### config.mk
export PLATFORM = sky130hd
export DESIGN_NAME = scr_link
export DESIGN_NICKNAME = d
export VERILOG_FILES = /design/src/rtl/scr_pkg.sv /design/src/rtl/scr_pn_gen.sv /design/src/rtl/scr_hist.sv /design/src/rtl/scr_lane.sv /design/src/rtl/scr_link.sv
export SDC_FILE = /design/constraint.sdc
export NUM_CORES = 1
export LEC_CHECK = 0
export ABC_AREA = 0
export BUFFER_PORTS_ARGS = -buffer_cell sky130_fd_sc_hd__clkbuf_2
export CORE_ASPECT_RATIO = 0.9
export CORE_MARGIN = 2
export CORE_UTILIZATION = 47
export CTS_BUF_LIST = sky130_fd_sc_hd__clkbuf_16
export CTS_CLUSTER_DIAMETER = 100
export DETAILED_ROUTE_END_ITERATION = 7
export PLACE_DENSITY = 0.71
export SLEW_MARGIN = 20
export SYNTH_ARGS = -nofsm -noshare
export SYNTH_HDL_FRONTEND = slang
export SYNTH_SLANG_ARGS = --single-unit
### constraint.sdc
create_clock -name clk_i -period 1.45 [get_ports clk_i]
set_clock_uncertainty 0.15 [all_clocks]
set_input_delay 0.29 -clock clk_i [delete_from_list [all_inputs] [get_ports clk_i]]
set_output_delay 0.29 -clock clk_i [all_outputs]
set_load 0.01 [all_outputs]
### src/rtl/scr_pkg.sv
package scr_pkg;
  typedef enum logic {
    MODE_SELF  = 1'b0,
    MODE_FRAME = 1'b1
  } scr_mode_e;

  localparam int unsigned SCR_DEPTH = 3;
  // bit k selects the stage delayed by k+1: D^1 and D^3
  localparam logic [SCR_DEPTH-1:0] SCR_TAPS = 3'b101;
endpackage

### src/rtl/scr_pn_gen.sv
module scr_pn_gen #(
  parameter int unsigned DEPTH = 3,
  parameter logic [DEPTH-1:0] TAPS = 3'b101
) (
  input  logic clk_i,
  input  logic rst_ni,
  input  logic preset_i,
  input  logic adv_i,
  output logic key_o
);
  logic [DEPTH-1:0] state_q;

  assign key_o = ^(state_q & TAPS);

  always_ff @(posedge clk_i or negedge rst_ni) begin
    if (!rst_ni)       state_q <= '0;
    else if (preset_i) state_q <= '1;
    else if (adv_i)    state_q <= {state_q[DEPTH-2:0], key_o};
  end
endmodule

### src/rtl/scr_hist.sv
module scr_hist #(
  parameter int unsigned DEPTH = 3,
  parameter logic [DEPTH-1:0] TAPS = 3'b101
) (
  input  logic clk_i,
  input  logic rst_ni,
  input  logic shift_i,
  input  logic bit_i,
  output logic fb_o
);
  logic [DEPTH-1:0] hist_q;

  assign fb_o = ^(hist_q & TAPS);

  always_ff @(posedge clk_i or negedge rst_ni) begin
    if (!rst_ni)      hist_q <= '0;
    else if (shift_i) hist_q <= {hist_q[DEPTH-2:0], bit_i};
  end
endmodule

### src/rtl/scr_lane.sv
module scr_lane
  import scr_pkg::*;
#(
  parameter int unsigned DEPTH = SCR_DEPTH,
  parameter logic [DEPTH-1:0] TAPS = SCR_TAPS,
  parameter bit IS_TX = 1'b1
) (
  input  logic clk_i,
  input  logic rst_ni,
  input  logic init_i,
  input  logic mode_i,
  input  logic valid_i,
  input  logic bit_i,
  output logic valid_o,
  output logic bit_o
);
  logic accept, pn_key, hist_fb, key, res, hist_in;
  logic vld_q, bit_q;

  assign accept = valid_i & ~init_i;

  scr_pn_gen #(.DEPTH(DEPTH), .TAPS(TAPS)) u_pn (
    .clk_i   (clk_i),
    .rst_ni  (rst_ni),
    .preset_i(init_i),
    .adv_i   (accept),
    .key_o   (pn_key)
  );

  // feedback on own output (tx) or feed-forward on received bits (rx)
  generate
    if (IS_TX) begin : g_fb
      assign hist_in = res;
    end else begin : g_ff
      assign hist_in = bit_i;
    end
  endgenerate

  scr_hist #(.DEPTH(DEPTH), .TAPS(TAPS)) u_hist (
    .clk_i  (clk_i),
    .rst_ni (rst_ni),
    .shift_i(accept),
    .bit_i  (hist_in),
    .fb_o   (hist_fb)
  );

  assign key = (scr_mode_e'(mode_i) == MODE_FRAME) ? pn_key : hist_fb;
  assign res = bit_i ^ key;

  always_ff @(posedge clk_i or negedge rst_ni) begin
    if (!rst_ni) begin
      vld_q <= 1'b0;
      bit_q <= 1'b0;
    end else begin
      vld_q <= accept;
      if (accept) bit_q <= res;
    end
  end

  assign valid_o = vld_q;
  assign bit_o   = bit_q;
endmodule

### src/rtl/scr_link.sv
module scr_link
  import scr_pkg::*;
#(
  parameter int unsigned DEPTH = SCR_DEPTH,
  parameter logic [DEPTH-1:0] TAPS = SCR_TAPS
) (
  input  logic clk_i,
  input  logic rst_ni,
  input  logic init_i,
  input  logic mode_i,
  input  logic tx_valid_i,
  input  logic tx_bit_i,
  output logic tx_vld_o,
  output logic tx_bit_o,
  input  logic rx_valid_i,
  input  logic rx_bit_i,
  output logic rx_vld_o,
  output logic rx_bit_o
);
  scr_lane #(.DEPTH(DEPTH), .TAPS(TAPS), .IS_TX(1'b1)) u_tx (
    .clk_i  (clk_i),
    .rst_ni (rst_ni),
    .init_i (init_i),
    .mode_i (mode_i),
    .valid_i(tx_valid_i),
    .bit_i  (tx_bit_i),
    .valid_o(tx_vld_o),
    .bit_o  (tx_bit_o)
  );

  scr_lane #(.DEPTH(DEPTH), .TAPS(TAPS), .IS_TX(1'b0)) u_rx (
    .clk_i  (clk_i),
    .rst_ni (rst_ni),
    .init_i (init_i),
    .mode_i (mode_i),
    .valid_i(rx_valid_i),
    .bit_i  (rx_bit_i),
    .valid_o(rx_vld_o),
    .bit_o  (rx_bit_o)
  );
endmodule

# After elaboration in Yosys (flattened, before gate mapping)
# Cells that the tools add are included.
# totals
word_cells	25
in_bits	8
out_inout_bits	4
ff_bits	16
# op_classes
muxes	6
bitwise	5
reduce_logical	6
# op_table
op	count
3-bit 2-to-1 mux	4
3-bit parity	4
2-bit nonzero test	2
1-bit bitwise AND	2
1-bit 2-to-1 mux	2
1-bit bitwise XOR	2
1-bit NOT	1

# Longest topological paths before layout
# logic_depth
ltp_word	4
ltp_mapped	4

# By module
# A second synthesis with hierarchy kept.
# hier_totals
cells_unflattened	48
hier_area_um2	683.2
# by_module_without_submodules
mod	instances	cells_each	seq_area_each_um2	area_per_inst_um2
scr_pn_gen	2	11	75.1	133.9
scr_hist	2	7	75.1	117.6
scr_lane	2	6	50.0	90.1

# Worst setup path after synthesis
# Ideal clock, no wire load.
# synth_timing
path_kind	flip-flop to flip-flop
from	reg u_rx.u_hist.hist_q[0]
to	reg u_rx.bit_q, in the netlist u_rx.bit_o
synth_period_minus_slack_ns	1.454
path_buffers	0
stages_incl_launch_ff	4
path_slack_ns	-0.004
t_arrival_ns	1.165
cell_sequence	dfrtp_1 > xnor2_1 > and4b_1 > or4_1
# synth_via
elab_chain_cells	3
# synth_lines
item	line_no	source
from (decl)	scr_hist.sv:11	logic [DEPTH-1:0] hist_q;
from (signal assigned)	scr_hist.sv:17	else if (shift_i) hist_q <= {hist_q[DEPTH-2:0], bit_i};
3-bit parity	scr_hist.sv:13	assign fb_o = ^(hist_q & TAPS);
1-bit 2-to-1 mux	scr_lane.sv:47	assign key = (scr_mode_e'(mode_i) == MODE_FRAME) ? pn_key : hist_fb;
1-bit bitwise XOR	scr_lane.sv:48	assign res = bit_i ^ key;
to (signal assigned)	scr_lane.sv:56	if (accept) bit_q <= res;
to (decl)	scr_lane.sv:18	logic vld_q, bit_q;
# No other way between the ends.
# A chain may end at the register's enable or synchronous reset.

# Worst setup path after layout
# layout_timing
from	reg u_rx.u_pn.state_q[2]
to	reg u_rx.bit_q, in the netlist u_rx.bit_o
# layout_via
elab_chain_cells	3
# layout_lines
item	line_no	source
from (decl)	scr_pn_gen.sv:11	logic [DEPTH-1:0] state_q;
from (signal assigned)	scr_pn_gen.sv:18	else if (adv_i) state_q <= {state_q[DEPTH-2:0], key_o};
3-bit parity	scr_pn_gen.sv:13	assign key_o = ^(state_q & TAPS);
1-bit 2-to-1 mux	scr_lane.sv:47	
1-bit bitwise XOR	scr_lane.sv:48	
# No other way between the ends.

==> flow_metrics.py <==
metrics = {
    "status": {
        "status": "complete, no violations",
    },
    "sta": {
        "setup_viol": 0,
        "slew_violations": 0,
        "min_period_ns": 1.428,
        "fmax_mhz": 700.3,
        "tns_ns": 0,
        "rsz0062_at_grt": "yes",
        "whs_ns": 0.2134,
        "tightest_slew_ns": 0.3563,
        "period_share": 0.9847,
        "finalHoldViolations": 0,
        "relSlewSlack": 0.7625,
    },
    "yosys": {
        "netlist_area_um2": 723.2,
        "yosysSeqAreaShare": 0.5190,
        "syn_area_per_cell_um2": 12.91,
        "yosysMostFrequentCell": "dfrtp_1",
        "synthCells": 56,
        "yosysWarnings": 0,
        "syn_nets": 64,
        "yosysTopAreaCell": "dfrtp_1",
        "synth_top_area_frac": 0.5190,
        "synth-main-ff-cell": "dfrtp_1",
        "yosys-top-cells-area": "dfrtp_1 (52%), mux2_2 (7.8%), xnor2_1 (4.8%), nor2b_1 (3.5%), a211o_2 (2.8%)",
        "synth-edff-count": 0,
        "async_reset_ff_frac": 1.000,
        "synth.distinct_cells": 25,
        "ys_ff_latch": 15,
        "yosys-top-cells-count": "dfrtp_1 (15), mux2_2 (5), nor2b_1 (4), xnor2_1 (4)",
    },
    "die": {
        "die_area_um2": 1869,
        "dieHeight_um": 41.22,
        "initial_core_util": 0.4996,
        "die_w_um": 45.35,
        "std_cell_rows": 13,
        "core_area_um2": 1448,
        "ios": 12,
    },
    "pwr": {
        "p_per_area_nw_per_um2": 1424,
        "power_mw": 1.378,
        "power_leakage_nw": 0.4558,
        "peakVddDrop_v": 0.0008674,
    },
    "clock_tree": {
        "path_clk_slew_ns": 0.05,
        "cts_root_buffer": "clkbuf_16",
        "cts_sinks": 15,
        "cts_buffers": 3,
        "insertion_delay_ns": 0.24,
        "cts_tree": "yes",
        "clockBufferDepth": 2,
        "h-tree-depth": 1,
    },
    "critical_path": {
        "slowest_stage": "or4_1",
        "arrival_ns": 1.39,
        "crit_type": "flip-flop to flip-flop",
        "cp-start-kind": "flip-flop",
        "r2r-end": "u_rx.bit_o",
        "cp_slowest_stage_delay_ns": 0.46,
        "endpoint_kind": "flip-flop",
        "reg2reg_setup_slack_ns": 0.02,
        "reg2regPathDepth": 3,
        "required_ns": 1.41,
        "path_cells": "xnor2_2 > mux2i_1 > or4_1",
        "cp_max_fo": 4,
        "reg2reg_from": "u_rx.u_pn.state_q[2]",
    },
    "layout": {
        "diodes": 0,
        "drive_gt1_frac": 0.4691,
        "final_nets": 90,
        "utilization": 0.6681,
        "syn2layout_area_growth_pct": 33.74,
        "fillers": 120,
    },
    "job": {
        "max_cap_violations": 0,
    },
    "worst_hold_path": {
        "worst_hold_path_type": "primary input to flip-flop",
        "hold_start": "rx_bit_i",
        "holdPathEnd": "u_rx.u_hist.hist_q[0]",
        "hold-path-cell-count": 2,
    },
    "drt": {
        "drt_iter0_drc": 2,
        "dr_total_vias": 510,
        "first_pass_iters": 2,
        "drc_errors": 0,
        "wl_mm": 1.188,
        "via_per_inst": 5.313,
        "ant_nets": 0,
        "wl_per_cell_um": 12.38,
    },
    "place": {
        "routabilityCongestion": 0.6905,
        "io_buffers": 11,
    },
    "global_route": {
        "grt_overflow_total": 0,
        "grt_max_degree": 16,
        "antenna_found_initial": 0,
        "grt_pass1_vias": 490,
        "grt_pass1_wl_mm": 1.980,
        "grt_usage": 0.1635,
    },
}
==> routing by layer <==
| metal | wire (um) | up-vias | global-route usage |
|---|---|---|---|
| li1 | - | 255 | - |
| met1 | 551 | 244 | 0.1853 |
| met2 | 557 | 7 | 0.2679 |
| met3 | 44 | 4 | 0.06608 |
| met4 | 35 | 0 | 0.08824 |
| met5 | 0 | - | 0 |
==> repair_timing <==
item	CTS	global route
endpoints found under the setup margin	1	1
gates resized for setup	0	2
hold buffers	1	0
endpoints found under the hold margin	15	0
setup buffers	0	0
pin swaps	3	1
==> power by group <==
group          internal, mW  switching (mW)
sequential            0.506          0.0684
combinational         0.178           0.109
clock                 0.364           0.152
total                  1.05           0.330
==> state kept, by name, summed over array words and instances (netlist names) <==
signal / count
u_rx.u_hist.hist_q: 3
u_rx.valid_o: 1
u_rx.bit_o: 1
u_tx.valid_o: 1
u_rx.u_pn.state_q: 3
u_tx.u_pn.state_q: 3
u_tx.u_hist.hist_q: 3
==> layout make-up <==
cell class                 count  area (um2)  area share
clock buffer                   3       75.07     0.07762
timing repair buffer          23       147.6      0.1527
inverter                       1       3.754    0.003881
sequential                    15       375.4      0.3881
tap                           15       18.77     0.01940
multi-input combinational     38       342.8      0.3545
clock inverter                 1       3.754    0.003881
==> worst max-delay path: cells and delay by family (launching register included) <==
kind / cells / cell delay (ns)
xor+xnor: 1 / 0.15
flops: 1 / 0.42
mux: 1 / 0.12
simple gates: 1 / 0.46
==> cell families after synthesis <==
kind of cell / Yosys count / synth area share
compound gates: 9 / 0.09862
mux: 7 / 0.1055
simple gates: 17 / 0.1886
buf+inv: 3 / 0.02767
flops: 15 / 0.5190
xor+xnor: 5 / 0.06055
==> worst max path at each step <==
| stage | from | endpoint | cells after the start |
|---|---|---|---|
| detailed placement | rx_valid_i | u_rx.bit_o | 4 |
| global placement | rx_valid_i | u_rx.bit_o | 4 |
| floorplan | rx_valid_i | u_rx.bit_o | 4 |
| global route | u_rx.u_pn.state_q[2] | u_rx.bit_o | 3 |
| CTS | u_rx.u_hist.hist_q[2] | u_rx.bit_o | 3 |
| finish | u_rx.u_pn.state_q[2] | u_rx.bit_o | 3 |
==> cell usage in the layout (no fill, tap or decap) <==
cell / netlist / final
a211o_1: 2 / 2
a211o_2: 2 / 2
a21oi_1: 2 / 2
and2b_1: 1 / 1
and2b_2: 2 / 2
and3_1: 1 / 1
and3_2: 1 / 1
and4b_1: 1 / 1
buf_4: 0 / 11
clkbuf_16: 0 / 3
clkbuf_2: 0 / 11
dfrtp_1: 15 / 15
dlygate4sd3_1: 0 / 1
inv_1: 1 / 2
mux2_2: 5 / 5
mux2i_1: 2 / 2
nand2_1: 1 / 1
nand4b_1: 1 / 1
nand4bb_1: 1 / 1
nor2b_1: 4 / 4
nor2b_4: 1 / 1
nor4b_1: 2 / 2
o21bai_1: 2 / 2
o221ai_1: 1 / 1
or4_1: 1 / 1
xnor2_1: 4 / 2
xnor2_2: 0 / 2
xor2_1: 1 / 1
==> through the flow <==
| stage | setup slack, ns | instances | area (um2) |
|---|---|---|---|
| after floorplan | 0.009379 | 56 | 723.2 |
| after global placement | 0.001823 | 91 | 863.3 |
| after detailed placement | -0.02704 | 91 | 863.3 |
| after CTS | 0.01261 | 96 | 952.2 |
| after global routing | -0.01842 | 96 | 967.2 |
| final | 0.02212 | 96 | 967.2 |
No activity file was read; power rests on OpenSTA's default activity.
